[src/rtl/xmask_compactor.sv]
module xmask_compactor #(
  parameter int CHAINS = 8,
  parameter int OUTS   = 2
) (
  input  logic              clk,
  input  logic              rst_n,
  input  logic              scan_en,
  input  logic              mask_ld_en,
  input  logic              mask_si,
  input  logic [CHAINS-1:0] chain_out,
  output logic [OUTS-1:0]   comp_out,
  output logic              shift_gate
);

  logic [CHAINS-1:0] mask_q;
  logic [CHAINS-1:0] kept;

  always_ff @(posedge clk or negedge rst_n) begin
    if (!rst_n) mask_q <= '0;
    else if (mask_ld_en) mask_q <= {mask_q[CHAINS-2:0], mask_si};
  end

  assign kept       = chain_out & ~mask_q;
  assign shift_gate = scan_en & ~mask_ld_en;

  for (genvar k = 0; k < OUTS; k++) begin : g_tree
    logic acc;
    always_comb begin
      acc = 1'b0;
      for (int j = k; j < CHAINS; j += OUTS) acc = acc ^ kept[j];
    end
    assign comp_out[k] = acc;
  end


  mask_head_chk: assert property (@(posedge clk) disable iff (!rst_n)
    mask_ld_en |=> mask_q[0] == $past(mask_si));


  mask_shift_chk: assert property (@(posedge clk) disable iff (!rst_n)
    mask_ld_en |=> mask_q[CHAINS-1:1] == $past(mask_q[CHAINS-2:0]));


  mask_hold_chk: assert property (@(posedge clk) disable iff (!rst_n)
    !mask_ld_en |=> $stable(mask_q));


  all_masked_chk: assert property (@(posedge clk) disable iff (!rst_n)
    (&mask_q) |-> comp_out == '0);


  no_shift_in_load_chk: assert property (@(posedge clk) disable iff (!rst_n)
    mask_ld_en |-> !shift_gate);

endmodule

[config.mk]
export PLATFORM = sky130hd
export DESIGN_NAME = xmask_compactor
export DESIGN_NICKNAME = d
export VERILOG_FILES = /design/src/rtl/xmask_compactor.sv
export SDC_FILE = /design/constraint.sdc
export NUM_CORES = 1
export LEC_CHECK = 0
export ABC_CLOCK_PERIOD_IN_PS = 2140
export CELL_PAD_IN_SITES_DETAIL_PLACEMENT = 1
export CELL_PAD_IN_SITES_GLOBAL_PLACEMENT = 2
export CORE_MARGIN = 2
export CORE_UTILIZATION = 25
export CTS_BUF_LIST = sky130_fd_sc_hd__clkbuf_8
export DETAILED_ROUTE_END_ITERATION = 8
export PLACE_DENSITY_LB_ADDON = 0.2
export SYNTH_ARGS = -nofsm -noshare
export SYNTH_HDL_FRONTEND = slang
export SYNTH_SLANG_ARGS = --single-unit
[constraint.sdc]
create_clock -name clk -period 2.14 [get_ports clk]
set_input_delay 0.428 -clock clk [delete_from_list [all_inputs] [get_ports clk]]
set_output_delay 0.428 -clock clk [all_outputs]
set_load 0.01 [all_outputs]
After elaboration in Yosys (flattened, before gate mapping)
Index checks and enable logic that the tools add are counted.

Flip-flop bits (word level): 8. Bits of input ports: 13. Logic and storage cells: 11.

Bitwise operators: 10.

Operator list (number): $and A8 B8 Y8 (1); $not A8 Y8 (1); $xor A1 B1 Y1 (6); $and A1 B1 Y1 (1); $not A1 Y1 (1).

Logic depth before layout (Yosys ltp)
Depth after elaboration: 5. Gate-level depth with buffers: 4. Mapped depth without buffers: 3.

Worst setup path after synthesis
No wires, ideal clock.

Kind: input port to output port. Start: input port chain_out[6]. End: output port comp_out[0]. Arrival: 0.976 ns. Required time: 1.712 ns. Slack: 0.736 ns. Cell stages on the path: 4. Path through: nor2b_1 > xnor2_1 > xnor2_1 > buf_4.

Word-level cells in the longest chain between the ends: 2.

RTL lines: start, declared (line 10) `input logic [CHAINS-1:0] chain_out,`; $and A8 B8 Y8 (line 23) `assign kept = chain_out & ~mask_q;`; $xor A1 B1 Y1 (line 30) `for (int j = k; j < CHAINS; j += OUTS) acc = acc ^ kept[j];`; end, declared (line 11) `output logic [OUTS-1:0] comp_out,`.

Every way passes these cells.

Worst setup path after layout
Start: input port chain_out[5]. End: output port comp_out[1].

Word-level cells in the longest chain between the ends: 3.

RTL lines (line): $and A8 B8 Y8 (23); $xor A1 B1 Y1 (2 in series) (30).

Every way passes these cells.

==> impl_results.md <==
* DR vias at around 290
* Crit share post-route at a little over nine tenths
* Post-synth cell types at 10
* Tmin final at 2.02 ns
* Max Slew Vio Count at 0
* First-pass GRT wire length at approximately 1400 µm
* Crit Path Class: in2out
* GPL Wtd Cong at between 0.7 and 0.8
* Unrepaired setup endpoints after global routing: no
* Drt drc at 0
* CTS Buffer Depth at 2
* CTS clk-pin slew, worst paths at 0.04 ns
* Worst reg2reg endpoint: mask_q[2]
* Drt pass-1 iters at 1
* # resized after CTS at 2
* Clk sinks at 8
* WP data required at roughly 1.7 ns
* Status: finished, final reports clean
* Most frequent cells after synthesis: 8 x dfrtp_1, 7 x mux2_1, 5 x nor2b_1, 4 x xnor2_1
* Startpoint class of the critical path: input port
* Top-count cell post-synth: dfrtp_1
* Post-DRT Antenna Nets at 0
* Hold buffers post-CTS at 0
* Clock root buffer master: clkbuf_8
* Crit-path most repeated cell: xnor2_1
* Power Total at between 0.0005 and 0.0006 W
* Top reg by flops: mask_q
* Final TNS setup at 0 ns
* Seq/Total Area, Yosys at between 40% and 50%
* Total core area at about 1700 µm²
* Top flop regs: mask_q (8)
* Die area at roughly 2200 µm²
* Setup crit start: chain_out[5]
* Core Util, Final at 38.5%
* CP bufs+invs at 2
* Largest register FFs at 8
* Grt ovf at 0
* Yosys warns at 0
* Top-area cell type share of the netlist area at 42.6%
* Starting density of the core at a little over a quarter
* Syn Std Cell Area at around 470 µm²
* Avg Inst Size Synth at 13.8 µm²
* Initial antenna violation count at 0
* RR Startpoint: mask_q[1]
* CTS tree: done
* Post-CTS Setup Repair Bufs at 0
* Max incr delay on CP at around 0.45 ns
* P_leak at about 0.28 nW
* Initial drt markers at 0
* Port Buffers at 15
* Avg WL per Cell at 10.4 µm
* Number of enable flip-flop cells after synthesis at 0
* Num ports at 16
* Number of global-route vias before repair at 330
* Clk_skew at around 0.0032 ns
* H-tree levels at 1
* Max FO, Critical Path at 1
* Share of cells above drive strength 1 at approximately 22%
* Max Cap Viol at 0
* Setup-failing EPs final at 0
* Worst setup path end: comp_out[1]
* Primary FF master, synth: dfrtp_1
* Gr usage total at under 10%
* Slew headroom at ~75%
* Number of cell rows at 15
* Async S/R FF share, synth at 100%
* Syn nets at 47
* R2r setup slk at between 1 and 1.5 ns
* Largest net degree at the start of global routing at 9
* Nets at 65
* Synthesized instance count at 34
* Area leader, netlist: dfrtp_1
* Crit path DAT at about 1.6 ns
* Number of synthesized register bits at 8
* Reg2Reg Depth at 1
* Die Span Y at 47.4 µm
* Fill count at approximately 190
* Final WL at between 700 and 800 µm
* Synth-to-Final Area Change at 42.8%
* Fin. Hold Viols at 0
* Placed inst area at roughly 630 µm²
* Placed cells at 72
* Vias per inst at roughly 3.8
* Synth top area cells: dfrtp_1 43%, mux2_1 17%, xnor2_1 7.4%
* Crit-path leading delay family: buffers and inverters
* Worst path depth at 5
* Worst hold path class: in2async
* Slew @ Worst Pin at about 0.37 ns
* Critical Path, Cell by Cell: clkdlybuf4s50_1 -> nor2b_1 -> xnor2_1 -> xnor2_1 -> dlygate4sd2_1
* Slowest-stage cell, CP: clkdlybuf4s50_1
* Pwr/cell area at 880 nW/µm²
* Die X at roughly 47 µm
* Cts bufs inserted at 3
* Non-Filler Instances at 75
* Clk_lat worst skew at between 0.2 and 0.25 ns
* Post-route cell area at about 670 µm²
* F_max at approximately 500 MHz
* Peak supply drop at 0.337 mV
* Diodes inserted at 0
* Setup crit end kind: output port
-- stage by stage --
step | hold WS (ns) | setup WS [ns]
after detailed placement | 0.506 | -0.175
after CTS | 0.490 | 0.0952
after global routing | 0.513 | 0.0262
after global placement | 0.480 | -0.153
final | 0.485 | 0.124
after floorplan | 0.132 | 0.736
-- layer usage --
| metal | wire length, µm | global-route usage [%] |
|---|---|---|
| met1 | 282 | 9.35 |
| met2 | 448 | 15.7 |
| met3 | 51 | 6.92 |
| met4 | 0 | 5.00 |
| met5 | 0 | 0 |
-- cells in the final DEF (no fill, tap or decap), drive strengths merged --
master         Yosys  final
clkdlybuf4s50      0     13
dfrtp              8      8
mux2               8      8
nor2b              7      7
xnor2              6      6
clkbuf             0      3
nand2b             2      2
dlygate4sd2        0      2
buf                3      1
-- logic make-up (layout without fill, tap and decap cells) --
family                 Yosys count  count (layout)  synth area share [%]
XOR/XNOR                         6               6                  14.4
buffers and inverters            3              19                  5.58
AND/OR/NAND/NOR                  9               9                  18.4
flip-flops                       8               8                  42.6
multiplexers                     8               8                  19.1
-- area by class of cell --
| cell class | count | area, µm² | share of cell area, % |
|---|---|---|---|
| Timing Repair Buffer | 16 | 155 | 23.1 |
| Clock buffer | 3 | 41.3 | 6.15 |
| Sequential cell | 8 | 200 | 29.8 |
| Multi-Input combinational cell | 23 | 244 | 36.3 |
| Tap cell | 25 | 31.3 | 4.66 |
-- worst min path at each step --
stage | startpoint | end | slack (ns) | depth (start not counted)
2_1_floorplan | rst_n | mask_q[0] | 0.13 | 0
3_3_place_gp | mask_q[7] | mask_q[7] | 0.48 | 1
3_5_place_dp | mask_q[7] | mask_q[7] | 0.51 | 1
4_1_cts | rst_n | mask_q[6] | 0.49 | 1
5_1_grt | rst_n | mask_q[5] | 0.51 | 1
6_report | rst_n | mask_q[6] | 0.49 | 1
-- power by group --
part | switching, W | internal, W | total, W | leakage [nW]
Sequential | 0.0000314 | 0.000193 | 0.000224 | 0.0945
Combinational | 0.0000692 | 0.000122 | 0.000192 | 0.164
Clock | 0.0000542 | 0.000121 | 0.000176 | 0.0216
Total | 0.000155 | 0.000437 | 0.000592 | 0.280
Note: power is estimated with default switching activity, not from simulation.
